[config.mk]
export PLATFORM = sky130hd
export DESIGN_NAME = irq_flag_ctrl
export DESIGN_NICKNAME = d
export VERILOG_FILES = /design/src/rtl/irqc_pkg.sv /design/src/rtl/irqc_flag_bank.sv /design/src/rtl/irqc_summary.sv /design/src/rtl/irq_flag_ctrl.sv
export SDC_FILE = /design/constraint.sdc
export NUM_CORES = 1
export LEC_CHECK = 0
export BUFFER_PORTS_ARGS = -buffer_cell sky130_fd_sc_hd__buf_2
export CELL_PAD_IN_SITES_DETAIL_PLACEMENT = 1
export CELL_PAD_IN_SITES_GLOBAL_PLACEMENT = 1
export CORE_UTILIZATION = 24
export CTS_CLUSTER_DIAMETER = 60
export CTS_CLUSTER_SIZE = 30
export DETAILED_ROUTE_END_ITERATION = 7
export GPL_ROUTABILITY_DRIVEN = 0
export PLACE_DENSITY_LB_ADDON = 0.1
export SLEW_MARGIN = 20
export SYNTH_ARGS = -nofsm -noshare
export SYNTH_HDL_FRONTEND = slang
export SYNTH_HIERARCHICAL = 1
export SYNTH_SLANG_ARGS = --single-unit
export TNS_END_PERCENT = 50
[constraint.sdc]
create_clock -name clk -period 2.5 [get_ports clk]
set_input_delay 0.25 -clock clk [delete_from_list [all_inputs] [get_ports clk]]
set_output_delay 0.25 -clock clk [all_outputs]
set_load 0.01 [all_outputs]
[src/rtl/irqc_pkg.sv]
package irqc_pkg;
  localparam int SRC_N = 3;            // sources per register set
  localparam int BYTE_W = 8;
  localparam int STD_LSB = 4;          // first standard flag bit in the status byte
  localparam int SUM_BIT = 7;          // summary bit position
  typedef logic [SRC_N-1:0] src_vec_t;
endpackage

[src/rtl/irqc_flag_bank.sv]
module irqc_flag_bank #(
  parameter int N = 3
) (
  input  logic         clk,
  input  logic         rst_n,
  input  logic [N-1:0] evt,
  input  logic [N-1:0] clr,
  output logic [N-1:0] flags
);
  logic [N-1:0] flags_q;
  logic [N-1:0] flags_d;
  logic         upd;

  // set wins over clear, per bit
  always_comb begin
    upd = (|evt) | (|clr);
    for (int i = 0; i < N; i++) begin
      flags_d[i] = evt[i] | (flags_q[i] & ~clr[i]);
    end
  end

  always_ff @(posedge clk or negedge rst_n) begin
    if (!rst_n) begin
      flags_q <= '0;
    end else if (upd) begin
      flags_q <= flags_d;
    end
  end

  assign flags = flags_q;

  AST_EVENT_LATCHED: assert property (@(posedge clk) disable iff (!rst_n)
    (evt != '0) |=> ((flags & $past(evt)) == $past(evt)));
  AST_NO_SPONTANEOUS_SET: assert property (@(posedge clk) disable iff (!rst_n)
    (evt == '0) |=> ((flags & ~$past(flags)) == '0));
  AST_CLEAR_TAKES: assert property (@(posedge clk) disable iff (!rst_n)
    ((clr != '0) && (evt == '0)) |=> ((flags & $past(clr)) == '0));
endmodule

[src/rtl/irqc_summary.sv]
module irqc_summary #(
  parameter int N = 3
) (
  input  logic [N-1:0] std_flags,
  input  logic [N-1:0] std_en,
  input  logic [N-1:0] ext_flags,
  input  logic [N-1:0] ext_en,
  output logic         req
);
  logic [2*N-1:0] armed;

  generate
    for (genvar g = 0; g < N; g++) begin : g_pair
      assign armed[g]     = std_flags[g] & std_en[g];
      assign armed[N + g] = ext_flags[g] & ext_en[g];
    end
  endgenerate

  assign req = |armed;
endmodule

[src/rtl/irq_flag_ctrl.sv]
module irq_flag_ctrl
  import irqc_pkg::*;
(
  input  logic             clk,
  input  logic             rst_n,
  input  logic [SRC_N-1:0] evt_std,
  input  logic [SRC_N-1:0] evt_ext,
  input  logic [SRC_N-1:0] en_std,
  input  logic [SRC_N-1:0] en_ext,
  input  logic             ram_valid,
  input  logic             c_rd,
  input  logic             ext_wr,
  input  logic [SRC_N-1:0] ext_wdata,
  output logic [7:0]       stat_c,
  output logic [7:0]       stat_d,
  output logic [7:0]       stat_ext,
  output logic             irq
);
  localparam int STD_TOP = STD_LSB + SRC_N - 1;

  // reset: asserted asynchronously, released after two edges
  logic rst_meta_q;
  logic rst_sync_q;

  always_ff @(posedge clk or negedge rst_n) begin
    if (!rst_n) begin
      rst_meta_q <= 1'b0;
      rst_sync_q <= 1'b0;
    end else begin
      rst_meta_q <= 1'b1;
      rst_sync_q <= rst_meta_q;
    end
  end

  src_vec_t std_flags;
  src_vec_t ext_flags;
  src_vec_t std_clr;
  src_vec_t ext_clr;
  logic     req;

  always_comb begin
    std_clr = {SRC_N{c_rd}};
    ext_clr = {SRC_N{ext_wr}} & ~ext_wdata;
  end

  irqc_flag_bank #(.N(SRC_N)) i_std_bank (
    .clk   (clk),
    .rst_n (rst_sync_q),
    .evt   (evt_std),
    .clr   (std_clr),
    .flags (std_flags)
  );

  irqc_flag_bank #(.N(SRC_N)) i_ext_bank (
    .clk   (clk),
    .rst_n (rst_sync_q),
    .evt   (evt_ext),
    .clr   (ext_clr),
    .flags (ext_flags)
  );

  irqc_summary #(.N(SRC_N)) i_summary (
    .std_flags (std_flags),
    .std_en    (en_std),
    .ext_flags (ext_flags),
    .ext_en    (en_ext),
    .req       (req)
  );

  always_comb begin
    stat_c                   = '0;
    stat_c[SUM_BIT]          = req;
    stat_c[STD_TOP:STD_LSB]  = std_flags;
    stat_ext                 = '0;
    stat_ext[SRC_N-1:0]      = ext_flags;
    stat_d                   = '0;
    stat_d[BYTE_W-1]         = ram_valid;
  end

  assign irq = req;

  AST_READ_CLEARS: assert property (@(posedge clk) disable iff (!rst_sync_q)
    (c_rd && (evt_std == '0)) |=> (stat_c[STD_TOP:STD_LSB] == '0));
  AST_READ_KEEPS_EXT: assert property (@(posedge clk) disable iff (!rst_sync_q)
    (c_rd && !ext_wr) |=> ((stat_ext[SRC_N-1:0] & $past(stat_ext[SRC_N-1:0])) == $past(stat_ext[SRC_N-1:0])));
  AST_IRQ_NEEDS_FLAG: assert property (@(posedge clk) disable iff (!rst_sync_q)
    ((stat_c[STD_TOP:STD_LSB] == '0) && (stat_ext[SRC_N-1:0] == '0)) |-> !irq);
  AST_WRITE_ONE_KEEPS: assert property (@(posedge clk) disable iff (!rst_sync_q)
    (ext_wr && (ext_wdata == '1)) |=> ((stat_ext[SRC_N-1:0] & $past(stat_ext[SRC_N-1:0])) == $past(stat_ext[SRC_N-1:0])));
  AST_SUMMARY_IS_IRQ: assert property (@(posedge clk) disable iff (!rst_sync_q)
    stat_c[SUM_BIT] == irq);
endmodule

==> reports/metrics.yaml, run 1 <==
pre_cts_slack_ps: 1395
final_area_um2: 571.8
cts.root.buffer_cell: "clkbuf_4"
tns_ps: 0
min_period_ps: 1359
clock_path_buffers: 2
cts_tree: "done"
skew_ps: 4.282
cellPowerDensity_nw_per_um2: 515.1
cts_setup_buffers: 0
critical_path_class: "reg2out"
dr_total_vias: 341
viasPerCell: 3.444
worst_slack_ps: 1141
instances_no_fill: 99
synth_area_per_cell_um2: 9.717
ys_types: 8
cts.sinks: 8
yosysWarnings: 6
cp_cell_sequence: "a22oi_1 -> nand3_1 -> buf_2"
report.final.slew_viol_count: 0
grt_pass1_wl_um: 1297
grt_overflow: 0
nNetsFinal: 96
wl_um: 834
syn-instance-count: 47
drive_gt1_frac: 0.3919
p_leak_nw: 0.3230
fillerInstances: 248
finalCritPeriodShare: 0.5437
numCtsBuffers: 3
dieArea_um2: 2081
clock_latency_ps: 250
max-cap-violations: 0
dieWidth_um: 45.62
n_antenna_cell: 0
end_kind: "primary output"
crit_arrival_ps: 1110
critPathTopFamily: "flip-flops"
rsz0062_at_grt: "no"
coreArea_um2: 1764
worstPathMaxFanout: 3
io_pins: 45
status: "completed"
postRouteAntennaNets: 0
drc_errors: 0
multi_input_area_um2: 155.1
hold_violations: 0
start_util: 0.2589
synth_seq_cells: 8
grt_pass1_vias: 338
crit_path_start_kind: "flip-flop"
syn_area_um2: 456.7
antenna_found_initial: 0
required_ps: 2250
place_inst: 95
dpl.hpwl_um: 745.8
syn_to_final_growth_pct: 25.21
port_buffers: 26
max_stage_delay_ps: 390
ir_worst_vdd_v: 0.0003408
grt_max_degree: 7
grt.total_usage: 0.09354
clock.fmax_mhz: 735.7
place_area_um2: 539.3
rows: 15
seqCellArea_um2: 200.2
clk_pin_slew_worst_paths_ps: 50
crit_buf_inv: 1
fin_hold_ws_ps: 86.68
drtIter0Drc: 3
die_y_um: 45.62
seq_area_frac_synth: 0.4384
wire_per_inst_um: 8.424
h-tree-depth: 1
setup_violations: 0
cp_slowest_cell: "dfrtp_1"
hp-class: "reg2async"
firstDrtPassIters: 3
-- final timing paths --
check / startpoint / end / slack, ps / cells past startpoint
hold / removal: rst_sync_q / i_std_bank/flags[2] / 90 / 0
max in group asynchronous: rst_n / rst_meta_q / 2090 / 2
setup reg to reg: i_ext_bank/flags[0] / i_ext_bank/flags[0] / 1820 / 1
min in group clk: evt_std[2] / i_std_bank/flags[2] / 170 / 2
setup / recovery: i_std_bank/flags[2] / irq / 1140 / 3
hold reg to reg: rst_sync_q / i_std_bank/flags[2] / 90 / 0
-- stage by stage --
step | total power, W | utilization
final | 0.0002945 | 0.3241
after global placement | 0.0001987 | 0.3057
after CTS | 0.0003047 | 0.3241
after floorplan | 0.0001936 | -
after detailed placement | 0.0001989 | 0.3057
after global routing | 0.0003170 | 0.3241
-- sequential cells by signal (all words and copies together) (netlist names) --
signal / count
rst_sync_q: 1
i_ext_bank/flags: 3
rst_meta_q: 1
i_std_bank/flags: 3
-- synth_stat cells --
cell	count	area [um^2]
dfrtp_1	8	200.2
nand3_1	1	5.000
a21o_1	6	45.04
nor2b_1	3	18.77
conb_1	2	7.510
inv_1	6	22.52
buf_4	18	135.1
a22oi_1	3	22.52
-- logic make-up after synthesis --
logic type      Yosys count  synth area share
flops                     8            0.4384
other cells               2           0.01644
simple gates              4           0.05205
buf+inv                  24            0.3452
compound gates            9            0.1479
-- placed cells by master (no fill, tap or decap) --
cell / instances
clkbuf_4: 3
inv_1: 6
conb_1: 17
nand3_1: 1
a22oi_1: 3
a21o_1: 6
dfrtp_1: 8
dlygate4sd3_1: 1
nor2b_1: 3
buf_2: 26
-- final cells by class --
| class | instances | share of cell area |
|---|---|---|
| flip-flops and latches | 8 | 0.3501 |
| multi-input cells | 30 | 0.2713 |
| repair buffers | 27 | 0.2451 |
| well taps | 25 | 0.05470 |
| clock buffers | 3 | 0.03939 |
| inverters | 6 | 0.03939 |
-- repair_timing --
item                                    in CTS  in global routing
endpoints found under the hold margin        2                  0
resized for setup                            0                  0
endpoints found under the setup margin       0                  0
hold buffers                                 1                  0
-- routing by layer --
layer,global-route usage,share of wire,vias to the layer above,wire (um)
met2,0.1457,0.47,27,392
met1,0.09606,0.40,149,330
li1,-,-,165,-
met3,0.06746,0.13,0,111
met4,0.03636,0,0,0
met5,0,0,-,0
-- power by group --
group / total, W / switching [W] / internal [W]
Clock: 0.0000979 / 0.0000430 / 0.0000549
Sequential: 0.000145 / 0.00000674 / 0.000138
Combinational: 0.0000521 / 0.0000279 / 0.0000241
Total: 0.000295 / 0.0000777 / 0.000217
Power figures use the tool's default switching activity.
==> run 2, diff against run 1 <==
--- a/config.mk
+++ b/config.mk
@@ -8,7 +8,7 @@
 export BUFFER_PORTS_ARGS = -buffer_cell sky130_fd_sc_hd__buf_2
 export CELL_PAD_IN_SITES_DETAIL_PLACEMENT = 1
 export CELL_PAD_IN_SITES_GLOBAL_PLACEMENT = 1
-export CORE_UTILIZATION = 24
+export CORE_UTILIZATION = 22
 export CTS_CLUSTER_DIAMETER = 60
 export CTS_CLUSTER_SIZE = 30
 export DETAILED_ROUTE_END_ITERATION = 7
==> constraint.sdc (replaced) <==
create_clock -name clk -period 1.28 [get_ports clk]
set_input_delay 0.128 -clock clk [delete_from_list [all_inputs] [get_ports clk]]
set_output_delay 0.128 -clock clk [all_outputs]
set_load 0.01 [all_outputs]
==> run 2 against run 1 <==
  * Cell area rose by 3.5%
  * Die area grew 8.7%
  * Flip-flop and latch count did not move
  * Hold slack got worse by 34 ps
  * Clock skew down 2.7 ps
  * First-iteration DRC count increased by 67%
  * Register-to-register slack got worse by 1300 ps
  * Critical path type unchanged
  * Highest routed layer unchanged
==> reports/metrics.yaml, run 2 (same netlist as run 1, synthesis figures left out) <==
port_buffers: 26  # unchanged
skew_ps: 1.543  # was 4.282 ps
wl_um: 917  # was 834 um
grt_use_met2: 0.1507  # was 0.1457
rows: 16  # was 15
clk_pin_slew_worst_paths_ps: 50  # about the same
use_met1: 0.1021  # was 0.09606
clock_latency_ps: 250  # about the same
grt.total_usage: 0.09133  # was 0.09354
drc_errors: 0  # unchanged
critical_path_class: "reg2out"  # unchanged
worst_slack_ps: 70.40  # was 1141 ps
rr_startpoint: "i_std_bank/flags[2]"  # was i_ext_bank/flags[0]
coreArea_um2: 1962  # was 1764 um^2
syn_to_final_growth_pct: 29.59  # was 25.21%
firstDrtPassIters: 4  # was 3
clock_path_buffers: 2  # unchanged
fin_hold_ws_ps: 52.45  # was 86.68 ps
drive_gt1_frac: 0.4267  # was 0.3919
grt_use_met3: 0.05660  # was 0.06746
p_leak_nw: 0.3280  # was 0.3230 nW
dieArea_um2: 2262  # was 2081 um^2
cp_cell_sequence: "a22oi_1 -> nand3_1 -> buf_2"  # unchanged
h-tree-depth: 1  # unchanged
crit_arrival_ps: 1080  # was 1110 ps
cp_slowest_cell: "dfrtp_1"  # unchanged
setup_violations: 0  # unchanged
antenna_found_initial: 0  # unchanged
io_pins: 45  # unchanged
hp-class: "in2reg"  # was reg2async
crit_path_start_kind: "flip-flop"  # unchanged
viasPerCell: 3.539  # was 3.444
cellPowerDensity_nw_per_um2: 982.4  # was 515.1 nW/um^2
n_antenna_cell: 0  # unchanged
max_stage_delay_ps: 390  # about the same
status: "completed"  # unchanged
cts_tree: "done"  # unchanged
crit_buf_inv: 1  # unchanged
cts.root.buffer_cell: "clkbuf_4"  # unchanged
start_util: 0.2328  # was 0.2589
worstPathMaxFanout: 3  # unchanged
numCtsBuffers: 3  # unchanged
hold_violations: 0  # unchanged
dieWidth_um: 47.56  # was 45.62 um
rsz0062_at_grt: "yes"  # was no
critPathTopFamily: "flip-flops"  # unchanged
nNetsFinal: 97  # was 96
min-delay-start: "evt_ext[0]"
grt_pass1_vias: 315  # was 338
r2r-end: "i_std_bank/flags[2]"  # was i_ext_bank/flags[0]
ff2ff_path_depth: 2  # was 1
postRouteAntennaNets: 0  # unchanged
whs_endpoint: "i_ext_bank/flags[0]"
report.final.slew_viol_count: 0  # unchanged
end_kind: "primary output"  # unchanged
grt_overflow: 0  # unchanged
dr_total_vias: 361  # was 341
hold_path_depth: 2
reg2reg_slack_ps: 490  # was 1820 ps
die_y_um: 47.56  # was 45.62 um
layout_common_cells: "buf_2 (26), conb_1 (17), dfrtp_1 (8)"  # unchanged
wire_per_inst_um: 8.990  # was 8.424 um
cts.sinks: 8  # unchanged
min_period_ps: 1210
max-cap-violations: 0  # unchanged
ir_worst_vdd_v: 0.0004699  # was 0.0003408 V
finalCritPeriodShare: 0.9450
busiest_layer: "met2"  # unchanged
fillerInstances: 263  # was 248
final_common_cell: "buf_2"  # unchanged
grt_pass1_wl_um: 1380  # was 1297 um
drtIter0Drc: 5  # was 3
grt_max_degree: 7  # unchanged
clock.fmax_mhz: 826.7
required_ps: 1150  # was 2250 ps
pre_cts_slack_ps: 273.7  # was 1395 ps
run 2: where the power goes:
group | switching (W) | internal, W | leakage (nW)
combinational | 0.0000571 | 0.0000517 | 0.229
clock | 0.0000808 | 0.000107 | 0.0138
sequential | 0.0000155 | 0.000269 | 0.0856
total | 0.000153 | 0.000428 | 0.328
run 2: layout make-up:
class / instances / area [um^2] / area share
multi-input cells: 30 / 165.2 / 0.2791
flip-flops and latches: 8 / 200.2 / 0.3383
inverters: 6 / 22.52 / 0.03805
repair buffers: 28 / 147.6 / 0.2495
clock buffers: 3 / 22.52 / 0.03805
well taps: 27 / 33.78 / 0.05708
run 2: per-layer routing:
layer  part of all wire  up-vias
met5                  0        -
li1                   -      169
met1               0.44      163
met2               0.44       29
met4                  0        0
met3               0.13        0
run 2: through the flow:
| step | instance area (um^2) | TNS, ps | total power (W) | cells | utilization |
|---|---|---|---|---|---|
| floorplan | 513.0 | 0 | 0.0003782 | 62 | - |
| CTS | 579.3 | 0 | 0.0005888 | 101 | 0.2953 |
| finish | 591.8 | 0 | 0.0005814 | 102 | 0.3017 |
| detailed placement | 541.8 | 0 | 0.0003890 | 97 | 0.2761 |
| global placement | 541.8 | 0 | 0.0003883 | 97 | 0.2761 |
| global route | 591.8 | -6.903 | 0.0006238 | 102 | 0.3017 |
run 2: worst max-delay path by stage:
stage                              from        end  depth (start not counted)
floorplan           i_ext_bank/flags[1]  stat_c[7]                          3
global placement    i_std_bank/flags[2]  stat_c[7]                          3
detailed placement  i_std_bank/flags[2]  stat_c[7]                          3
CTS                 i_std_bank/flags[2]  stat_c[7]                          3
global route        i_ext_bank/flags[0]        irq                          3
finish              i_ext_bank/flags[1]        irq                          3
run 2: timing repair:
item | 4_1_cts | 5_1_grt
buffers inserted | 0 | 1
pin swaps | 0 | 2
endpoints found under the setup margin | 2 | 2
resized for setup | 1 | 1
gates cloned | 0 | 0
hold endpoints to repair | 2 | 0
hold buffers | 1 | 0
==> run 3, diff against run 2 <==
--- a/config.mk
+++ b/config.mk
@@ -5,13 +5,14 @@
 export SDC_FILE = /design/constraint.sdc
 export NUM_CORES = 1
 export LEC_CHECK = 0
-export BUFFER_PORTS_ARGS = -buffer_cell sky130_fd_sc_hd__buf_2
-export CELL_PAD_IN_SITES_DETAIL_PLACEMENT = 1
+export CELL_PAD_IN_SITES_DETAIL_PLACEMENT = 0
 export CELL_PAD_IN_SITES_GLOBAL_PLACEMENT = 1
-export CORE_UTILIZATION = 22
+export CORE_AREA = 2 2 39 41
 export CTS_CLUSTER_DIAMETER = 60
 export CTS_CLUSTER_SIZE = 30
 export DETAILED_ROUTE_END_ITERATION = 7
+export DIE_AREA = 0 0 41 43
+export DONT_BUFFER_PORTS = 1
 export GPL_ROUTABILITY_DRIVEN = 0
 export PLACE_DENSITY_LB_ADDON = 0.1
 export SLEW_MARGIN = 20
==> run 3 against run 2 <==
  * Die area shrank 22%
  * Critical endpoint unchanged
  * First-iteration DRC count shrank 100%
  * Flip-flop and latch count is the same
  * Via count shrank 20%
==> reports/metrics.yaml, run 3 (same netlist as run 1, synthesis figures left out) <==
syn_to_final_growth_pct: 12.05  # was 29.59%
numCtsBuffers: 3  # unchanged
viasPerCell: 4.100  # was 3.539
ir_worst_vdd_v: 0.0007385  # was 0.0004699 V
max-cap-violations: 0  # unchanged
place_inst: 60  # was 97
die_y_um: 43  # was 47.56 um
coreArea_um2: 1384  # was 1962 um^2
end_kind: "primary output"  # unchanged
worstPathMaxFanout: 3  # unchanged
clock.fmax_mhz: 846.1  # was 826.7 MHz
crit_arrival_ps: 1050  # was 1080 ps
dpl.hpwl_um: 618.9
grt_overflow: 0  # unchanged
cellPowerDensity_nw_per_um2: 1073  # was 982.4 nW/um^2
cts_tree: "done"  # unchanged
critical_path_class: "reg2out"  # unchanged
layout_common_cells: "conb_1 (17), dlygate4sd3_1 (7), dfrtp_1 (7)"  # was buf_2 (26), conb_1 (17), dfrtp_1 (8)
min_period_ps: 1182  # was 1210 ps
skew_ps: 4.584  # was 1.543 ps
rsz0062_at_grt: "no"  # was yes
hp-class: "in2reg"  # unchanged
p_leak_nw: 0.2537  # was 0.3280 nW
antenna_found_initial: 0  # unchanged
status: "completed"  # unchanged
drive_gt1_frac: 0.1481  # was 0.4267
drtIter0Drc: 0  # was 5
h-tree-depth: 1  # unchanged
finalCritPeriodShare: 0.9233  # was 0.9450
pre_cts_slack_ps: 228.2  # was 273.7 ps
clock_latency_ps: 250  # about the same
postRouteAntennaNets: 0  # unchanged
setup_violations: 0  # unchanged
n_antenna_cell: 0  # unchanged
instances_no_fill: 70  # was 102
wire_per_inst_um: 10.17  # was 8.990 um
nNetsFinal: 76  # was 97
grt_pass1_wl_um: 993  # was 1380 um
firstDrtPassIters: 1  # was 4
dieArea_um2: 1763  # was 2262 um^2
fillerInstances: 153  # was 263
clk_pin_slew_worst_paths_ps: 50  # about the same
final_util: 0.3698  # was 0.3017
grt_pass1_vias: 241  # was 315
cts.root.buffer_cell: "clkbuf_4"  # unchanged
io_pins: 45  # unchanged
crit_path_start_kind: "flip-flop"  # unchanged
dieWidth_um: 41  # was 47.56 um
grt_max_degree: 7  # unchanged
final_common_cell: "conb_1"  # was buf_2
start_util: 0.3300  # was 0.2328
cts.sinks: 8  # unchanged
wl_um: 712  # was 917 um
required_ps: 1150  # about the same
report.final.slew_viol_count: 0  # unchanged
dr_total_vias: 287  # was 361
tns_ps: 0  # unchanged
port_buffers: 0  # was 26
rows: 14  # was 16
clock_path_buffers: 2  # unchanged
worst_slack_ps: 98.17  # was 70.40 ps
fin_hold_ws_ps: 34.99  # was 52.45 ps
grt.total_usage: 0.08961  # was 0.09133
drc_errors: 0  # unchanged
hold_violations: 0  # unchanged
run 3: cell count changes in the layout (fill, tap and decap cells not counted):
| cell | previous run | this run |
|---|---|---|
| a22oi_1 | 1 | 0 |
| a22oi_2 | 2 | 3 |
| buf_2 | 26 | 0 |
| buf_4 | 1 | 0 |
| dfrtp_1 | 8 | 7 |
| dfrtp_2 | 0 | 1 |
| dlygate4sd3_1 | 1 | 7 |
| nand3_1 | 1 | 0 |
| nand3_2 | 0 | 1 |
run 3: where the power goes:
| group | leakage, nW | internal [W] | switching, W |
|---|---|---|---|
| logic | 0.155 | 0.0000339 | 0.0000379 |
| registers | 0.0849 | 0.000270 | 0.0000246 |
| clock network | 0.0138 | 0.000107 | 0.0000763 |
run 3: final timing paths:
check	start	endpoint	slack [ps]	cells past startpoint
worst max register to register	i_ext_bank/flags[1]	i_ext_bank/flags[1]	540	1
worst min-delay path	c_rd	i_std_bank/flags[1]	30	2
worst max-delay path	i_std_bank/flags[2]	irq	100	2
min in group asynchronous	rst_sync_q	i_std_bank/flags[0]	100	0
worst min register to register	rst_sync_q	i_std_bank/flags[0]	100	0
max in group asynchronous	rst_sync_q	i_std_bank/flags[2]	960	0
run 3: what timing repair did:
action / in CTS / in global routing
hold endpoints to repair: 8 / 0
pin swaps: 0 / 2
buffers inserted: 0 / 0
gates resized for setup: 2 / 3
hold buffers: 7 / 0
endpoints found under the setup margin: 2 / 2
run 3: stage by stage:
stage	area, um^2	total power, W
after floorplan	513.0	0.0003782
after global placement	397.9	0.0003445
after detailed placement	397.9	0.0003458
after CTS	500.5	0.0005578
after global routing	511.7	0.0005852
final	511.7	0.0005491
run 3: routing by layer:
layer / global-route usage / share of wire / vias to the layer above
li1: - / - / 128
met2: 0.1219 / 0.50 / 27
met3: 0.04188 / 0.16 / 2
met1: 0.09428 / 0.33 / 130
met4: 0.08667 / 0.0084 / 0
met5: 0 / 0 / -
run 3: critical path, stage by stage (launching register included):
cell     delay [ps]
dfrtp_2         440
a22oi_2         200
nand3_2         170
run 3: final cells by class:
cell class,count,area [um^2],area share
Sequential cell,8,201.4,0.3936
Multi-Input combinational cell,30,175.2,0.3423
Timing Repair Buffer,7,70.07,0.1369
Clock buffer,3,22.52,0.04401
Inverter,6,22.52,0.04401
Tap cell,16,20.02,0.03912
